## src/rtl/wdly_pkg.sv

```systemverilog
package wdly_pkg;
    localparam int F_W = 2;
    localparam int T_W = 4;
    localparam int P_W = 3;
    localparam int WORD_W = 32;
    // field positions in the control word (decoded by the delay line)
    localparam int T_LSB = 28;
    localparam int P_LSB = 24;
    localparam int F_LSB = 18;
    localparam int R_LSB = 16;

    typedef struct packed {
        logic [F_W-1:0] f;
        logic [T_W-1:0] t;
        logic [P_W-1:0] p;
        logic           err;
    } wdly_norm_t;

    typedef enum logic {
        ST_IDLE = 1'b0,
        ST_EMIT = 1'b1
    } wdly_state_e;
endpackage

```

## src/rtl/wdly_normalize.sv

```systemverilog
module wdly_normalize
    import wdly_pkg::*;
#(
    parameter int IN_W       = 6,
    parameter int RADIX_SLOW = 11,
    parameter int RADIX_FAST = 12,
    parameter int F_LEVELS   = 4
) (
    input  logic                   fast,
    input  logic signed [IN_W-1:0] raw_f,
    input  logic signed [IN_W-1:0] raw_t,
    input  logic signed [IN_W-1:0] raw_p,
    output wdly_norm_t             norm
);
    localparam int NW = IN_W + 2;
    localparam logic signed [NW-1:0] ONE   = NW'(1);
    localparam logic signed [NW-1:0] ZERO  = NW'(0);
    localparam logic signed [NW-1:0] P_RAD = NW'(1 << P_W);
    localparam logic signed [NW-1:0] R_S   = NW'(RADIX_SLOW);
    localparam logic signed [NW-1:0] R_F   = NW'(RADIX_FAST);
    localparam logic signed [NW-1:0] F_TOP = NW'(F_LEVELS);

    logic signed [NW-1:0] radix, p1, t0, t1, f0;

    always_comb begin
        radix = fast ? R_F : R_S;
        p1 = {{2{raw_p[IN_W-1]}}, raw_p};
        t0 = {{2{raw_t[IN_W-1]}}, raw_t};
        f0 = {{2{raw_f[IN_W-1]}}, raw_f};
        // phase -> step carry
        if (p1 >= P_RAD) begin
            p1 = p1 - P_RAD;
            t0 = t0 + ONE;
        end else if (p1 < ZERO) begin
            p1 = p1 + P_RAD;
            t0 = t0 - ONE;
        end
        // step -> frame carry
        t1 = t0;
        if (t1 >= radix) begin
            t1 = t1 - radix;
            f0 = f0 + ONE;
        end else if (t1 < ZERO) begin
            t1 = t1 + radix;
            f0 = f0 - ONE;
        end
        // saturation
        if (f0 < ZERO) begin
            norm.f   = '0;
            norm.t   = '0;
            norm.p   = '0;
            norm.err = 1'b1;
        end else if (f0 >= F_TOP) begin
            norm.f   = F_W'(F_LEVELS - 1);
            norm.t   = T_W'(radix - ONE);
            norm.p   = '1;
            norm.err = 1'b1;
        end else begin
            norm.f   = f0[F_W-1:0];
            norm.t   = t1[T_W-1:0];
            norm.p   = p1[P_W-1:0];
            norm.err = 1'b0;
        end
    end
endmodule

```

## src/rtl/wdly_pack.sv

```systemverilog
module wdly_pack
    import wdly_pkg::*;
#(
    parameter int LO_SLOW  = 1,
    parameter int HI_SLOW  = 6,
    parameter int LO_FAST  = 2,
    parameter int HI_FAST  = 9,
    parameter int PIN_T_A  = 9,
    parameter int PIN_T_B  = 10,
    parameter int PIN_P    = 4
) (
    input  logic              fast,
    input  wdly_norm_t        norm,
    input  logic [WORD_W-1:0] cur,
    output logic [WORD_W-1:0] word
);
    localparam logic [T_W-1:0] LS = T_W'(LO_SLOW);
    localparam logic [T_W-1:0] HS = T_W'(HI_SLOW);
    localparam logic [T_W-1:0] LF = T_W'(LO_FAST);
    localparam logic [T_W-1:0] HF = T_W'(HI_FAST);
    localparam logic [T_W-1:0] TA = T_W'(PIN_T_A);
    localparam logic [T_W-1:0] TB = T_W'(PIN_T_B);
    localparam logic [P_W-1:0] PP = P_W'(PIN_P);

    logic [P_W-1:0] p_prog;
    logic [1:0]     region;
    logic [T_W-1:0] lo, hi;

    always_comb begin
        lo = fast ? LF : LS;
        hi = fast ? HF : HS;
        if (norm.t <= lo)      region = 2'b11;
        else if (norm.t > hi)  region = 2'b01;
        else                   region = 2'b00;

        p_prog = norm.p;
        if (fast && (((norm.t == TA) && (norm.p >= PP)) ||
                     ((norm.t == TB) && (norm.p <  PP))))
            p_prog = PP;

        word = cur;
        word[T_LSB +: T_W] = norm.t;
        word[P_LSB +: P_W] = p_prog;
        word[F_LSB +: F_W] = norm.f;
        word[R_LSB +: 2]   = region;
    end
endmodule

```

## src/rtl/wdly_encoder.sv

```systemverilog
module wdly_encoder
    import wdly_pkg::*;
#(
    parameter int IN_W       = 6,
    parameter int RADIX_SLOW = 11,
    parameter int RADIX_FAST = 12
) (
    input  logic                   clk,
    input  logic                   rst_n,
    input  logic                   in_valid,
    input  logic                   fast_mode,
    input  logic signed [IN_W-1:0] in_f,
    input  logic signed [IN_W-1:0] in_t,
    input  logic signed [IN_W-1:0] in_p,
    input  logic [WORD_W-1:0]      cur_word,
    output logic                   out_valid,
    output logic [WORD_W-1:0]      out_word,
    output logic [F_W-1:0]         out_f,
    output logic [T_W-1:0]         out_t,
    output logic [P_W-1:0]         out_p,
    output logic                   out_err
);
    localparam logic [WORD_W-1:0] KEEP = ~((((WORD_W)'(1) << T_W) - 1) << T_LSB |
                                           (((WORD_W)'(1) << P_W) - 1) << P_LSB |
                                           (((WORD_W)'(1) << F_W) - 1) << F_LSB |
                                           (WORD_W)'(3) << R_LSB);

    wdly_state_e       state, state_nx;
    wdly_norm_t        norm;
    logic [WORD_W-1:0] word_nx;

    wdly_normalize #(
        .IN_W(IN_W), .RADIX_SLOW(RADIX_SLOW), .RADIX_FAST(RADIX_FAST), .F_LEVELS(4)
    ) u_norm (
        .fast(fast_mode), .raw_f(in_f), .raw_t(in_t), .raw_p(in_p), .norm(norm)
    );

    wdly_pack u_pack (
        .fast(fast_mode), .norm(norm), .cur(cur_word), .word(word_nx)
    );

    always_comb begin
        state_nx = state;
        unique case (state)
            ST_IDLE: state_nx = in_valid ? ST_EMIT : ST_IDLE;
            ST_EMIT: state_nx = in_valid ? ST_EMIT : ST_IDLE;
            default: state_nx = ST_IDLE;
        endcase
    end

    always_ff @(posedge clk) begin
        if (!rst_n) state <= ST_IDLE;
        else        state <= state_nx;
    end

    always_ff @(posedge clk) begin
        if (!rst_n) begin
            out_word <= '0;
            out_f    <= '0;
            out_t    <= '0;
            out_p    <= '0;
            out_err  <= 1'b0;
        end else if (in_valid) begin
            out_word <= word_nx;
            out_f    <= norm.f;
            out_t    <= norm.t;
            out_p    <= norm.p;
            out_err  <= norm.err;
        end
    end

    assign out_valid = (state == ST_EMIT);

    a_r1_valid_follows: assert property (@(posedge clk) disable iff (!rst_n)
        in_valid |=> out_valid);
    a_r1_valid_cause: assert property (@(posedge clk) disable iff (!rst_n)
        out_valid |-> $past(in_valid));
    a_r3_step_below_radix: assert property (@(posedge clk) disable iff (!rst_n)
        out_valid |-> (int'(out_t) < ($past(fast_mode) ? RADIX_FAST : RADIX_SLOW)));
    a_r5_sat_shape: assert property (@(posedge clk) disable iff (!rst_n)
        (out_valid && out_err) |->
        ((out_f == '0 && out_t == '0 && out_p == '0) ||
         (out_f == '1 && out_p == '1 &&
          int'(out_t) == ($past(fast_mode) ? RADIX_FAST : RADIX_SLOW) - 1)));
    a_r7_slow_no_pin: assert property (@(posedge clk) disable iff (!rst_n)
        (out_valid && !$past(fast_mode)) |-> out_word[P_LSB +: P_W] == out_p);
    a_r8_zero_step_low: assert property (@(posedge clk) disable iff (!rst_n)
        (out_valid && out_t == '0) |-> out_word[R_LSB +: 2] == 2'b11);
    a_r9_fields: assert property (@(posedge clk) disable iff (!rst_n)
        out_valid |-> (out_word[T_LSB +: T_W] == out_t && out_word[F_LSB +: F_W] == out_f));
    a_r10_keep: assert property (@(posedge clk) disable iff (!rst_n)
        out_valid |-> ((out_word & KEEP) == ($past(cur_word) & KEEP)));
endmodule

```

## config.mk

```make
export PLATFORM = sky130hd
export DESIGN_NAME = wdly_encoder
export DESIGN_NICKNAME = d
export VERILOG_FILES = /design/src/rtl/wdly_pkg.sv /design/src/rtl/wdly_normalize.sv /design/src/rtl/wdly_pack.sv /design/src/rtl/wdly_encoder.sv
export SDC_FILE = /design/constraint.sdc
export NUM_CORES = 1
export LEC_CHECK = 0
export ABC_CLOCK_PERIOD_IN_PS = 3700
export BUFFER_PORTS_ARGS = -buffer_cell sky130_fd_sc_hd__buf_2
export CORE_MARGIN = 2
export CORE_UTILIZATION = 47
export DETAILED_ROUTE_END_ITERATION = 12
export PLACE_DENSITY = 0.88
export SLEW_MARGIN = 20
export SYNTH_ARGS = -nofsm -noshare
export SYNTH_HDL_FRONTEND = slang
export SYNTH_HIERARCHICAL = 1
export SYNTH_SLANG_ARGS = --single-unit
```

## constraint.sdc

```tcl
create_clock -name clk -period 3.7 [get_ports clk]
set_clock_uncertainty 0.05 [all_clocks]
set_input_delay 0.37 -clock clk [delete_from_list [all_inputs] [get_ports clk]]
set_output_delay 0.37 -clock clk [all_outputs]
set_load 0.01 [all_outputs]
```

==> flow_summary.toml <==
[run_status]
outcome = "complete, but fails checks"
violations = "negative setup slack"

[synth]
async_flop_share_pct = 0
synth_warnings = 6
yosys.area.top_type = "dfxtp_1"
synth.distinct_cells = 62
syn_inst = 325
synthDominantCellAreaShare_pct = 28.2
ys_dominant_reg_cell = "dfxtp_1"
yosys-top-cells-area = "dfxtp_1, mux2i_1, nor2b_1"
synth_area_per_cell_um2 = 9.41
ys_seq_elements = 43
synth_area_um2 = 3060
synth_nets = 397
seq_area_frac_synth_pct = 28.2
synth_edf_count = 0

[global_route]
grt_pass1_vias = 2659
grt_max_degree = 44
gr-max-usage-layer = "met2"
track_usage_pct = 20.2
grt_util_met3_pct = 2.56
grt_remaining_overflow = 0
antenna_found_initial = 0
met2_usage_pct = 37.4
grt_pass1_wl_um = 12100
grt_use_met1_pct = 24.7

[floorplanning]
num_rows = 29
start_util_pct = 48.4
core_um2 = 6310
ios = 97
die_w_um = 84.7
dieArea_um2 = 7170
fp.dieH_um = 84.7

[clock_network]
clock_sinks = 43
cts_hold_buf = 0
cts_root_buf = "clkbuf_8"
htreeDepth = 2
cts_buffers = 5
clkLatencyLatePin_ns = 0.29
clk_pin_slew_ns = 0.08
clock_path_buffers = 2
cts_tree = "built"

[sta]
slew_headroom_pct = 42.3
worst_slew_pin_slew_ns = 0.865
holdWs_ns = 0.274
rsz0062_at_grt = "yes"
fin_crit_sh_pct = 105
max_freq_ghz = 0.257
post-route-min-period_ns = 3.90
finalSetupViolCount = 5
fin_ws_ns = -0.197
maxSlewViolCount = 0
hold_violations = 0

[detailed_routing]
viasPerCell = 5.16
ant_nets = 0
routedWlPerCell_um = 14.2
wl_um = 7200
vias = 2616
drt_first_pass_iters = 4
drc = 0
drt-initial-drc-count = 110

[power]
p_leak_nw = 1.90
powerDensity_nw_per_um2 = 308
ir_worst_vdd_mv = 0.273

[worst_setup_path]
setup.worst_path.end_class = "register"
arrival_ns = 4.03
crit_chain = "buf_2 -> or2_4 -> nand2_4 -> o21ai_4 -> xor2_2 -> ha_1 -> nor2_2 -> o211a_1 -> o41a_1 -> buf_4 -> nor2_4 -> buf_6 -> o32ai_1 -> xnor2_1 -> a21oi_2 -> ha_1 -> buf_4 -> nand2_1 -> nor3_2 -> o32ai_2 -> mux2i_1 -> nor2b_1"
path_max_fanout = 5
path_class = "input pin to register"
path_buf_inv = 4
crit_family = "compound AO/OA/AOI/OAI gates"
worst_setup_path_start_kind = "input pin"
worst_path_max_delay_cell = "o41a_1"
cpPeakStageDelay_ns = 0.42
crit_required_ns = 3.84

[final_layout]
nets = 501
num_antenna_cells = 0
fillCellCount = 540
post-route-cell-area_um2 = 4030
area_growth_pct = 31.6
final_layout_size_suffix_gt1_share_pct = 46.7

[placement]
io_buffers = 85
gp_congestion = 0.888
place_area_um2 = 3580
dp_hpwl_um = 5180

[worst_hold_path]
hp-class = "input pin to register"

[flow_run]
drv_cap = 0
## what timing repair did
action | 4_1_cts | 5_1_grt
resized for setup | 33 | 17
endpoints found under the setup margin | 5 | 7
pin swaps | 26 | 12
buffers inserted | 7 | 5
## flip-flops by register name, summed over array words and instances (netlist names)
register,cells
out_valid,1
out_f,2
out_t,4
out_word,32
out_p,3
out_err,1
## cell families after synthesis
| group | count (synthesis) | share of synthesized area (%) |
|---|---|---|
| and+or+nand+nor | 113 | 22.7 |
| buffers and inverters | 52 | 12.5 |
| AOI/OAI and AO/OA | 46 | 11.7 |
| muxes | 46 | 15.1 |
| DFF | 43 | 28.2 |
| adders and majority gates | 18 | 7.86 |
| xor gates and xnor gates | 7 | 2.00 |
## final cells by class
cell class | instances | area (um^2) | share of cell area, %
clock buffer | 6 | 82.6 | 2.05
clock inverter | 2 | 16.3 | 0.404
inverter | 12 | 47.5 | 1.18
multi-input combinational | 230 | 2080 | 51.7
sequential | 43 | 861 | 21.4
tap | 77 | 96.3 | 2.39
timing repair buffer | 137 | 842 | 20.9
## power breakdown
group	switching (mW)	internal, mW
registers	0.0138	0.491
logic	0.208	0.212
clock network	0.162	0.152
total	0.383	0.856
## worst paths after layout
check	startpoint	depth (start not counted)	to	slack, ns
setup / recovery	in_p[3]	22	out_word[16]	-0.20
hold / removal	cur_word[10]	3	out_word[10]	0.27
setup reg to reg	out_word[4]	2	out_word[4]	3.02
hold reg to reg	out_word[15]	2	out_word[15]	0.47
## per-stage QoR
step	util (%)	cells	setup TNS (ns)	power [mW]	setup WS [ns]
6_report	63.8	507	-0.772	1.24	-0.197
5_1_grt	63.8	507	-1.74	1.31	-0.423
4_1_cts	61.6	502	-0.511	1.22	-0.126
3_5_place_dp	56.8	487	-2.10	0.866	-0.470
3_3_place_gp	56.8	487	-1.54	0.853	-0.335
2_1_floorplan	-	325	-0.741	0.757	-0.168
## Yosys cell counts (2+ instances only)
cell       n
a211oi_2   3
a21oi_1   10
and2_1     3
and3_1     2
buf_12     4
buf_4     28
buf_6      2
clkbuf_1   5
dfxtp_1   43
fa_1       2
ha_1      16
inv_1     11
mux2_2     2
mux2i_1   44
nand2_1   13
nand3_1    4
nand4_1    3
nor2_1    16
nor2_2     2
nor2b_1   45
nor3_1     6
o211a_1    2
o21a_1     3
o21ai_0    6
o21ai_1    2
o21bai_1   2
o32ai_1    2
o41a_1     3
o41ai_1    2
or2_1      2
xnor2_1    4
xor2_1     3
## worst min-delay path, cell delays in order
cell and delay, ns:
buf_2 0.07, mux2i_1 0.05, nor2b_1 0.09
## layout by cell type, fill, tap and decap left out, drive strengths merged, types with 3 or more instances in the layout
cell | Yosys | final
clkbuf | 5 | 6
inv | 12 | 12
nand3 | 4 | 4
a21oi | 10 | 10
buf | 35 | 137
nor3 | 7 | 7
and2 | 3 | 3
o21a | 3 | 3
o41a | 3 | 3
and3 | 4 | 4
ha | 16 | 16
nand4 | 3 | 3
o21ai | 8 | 8
a211oi | 3 | 3
nand2 | 13 | 13
xor2 | 3 | 3
nor2b | 45 | 45
xnor2 | 4 | 4
mux2i | 44 | 44
nor2 | 18 | 18
dfxtp | 43 | 43
## routing by layer
metal	up-vias	share of wire, %
li1	1315	-
met1	1221	42
met2	72	53
met3	8	3.8
met4	0	1.3
met5	-	0
Power figures use the tool's default switching activity.
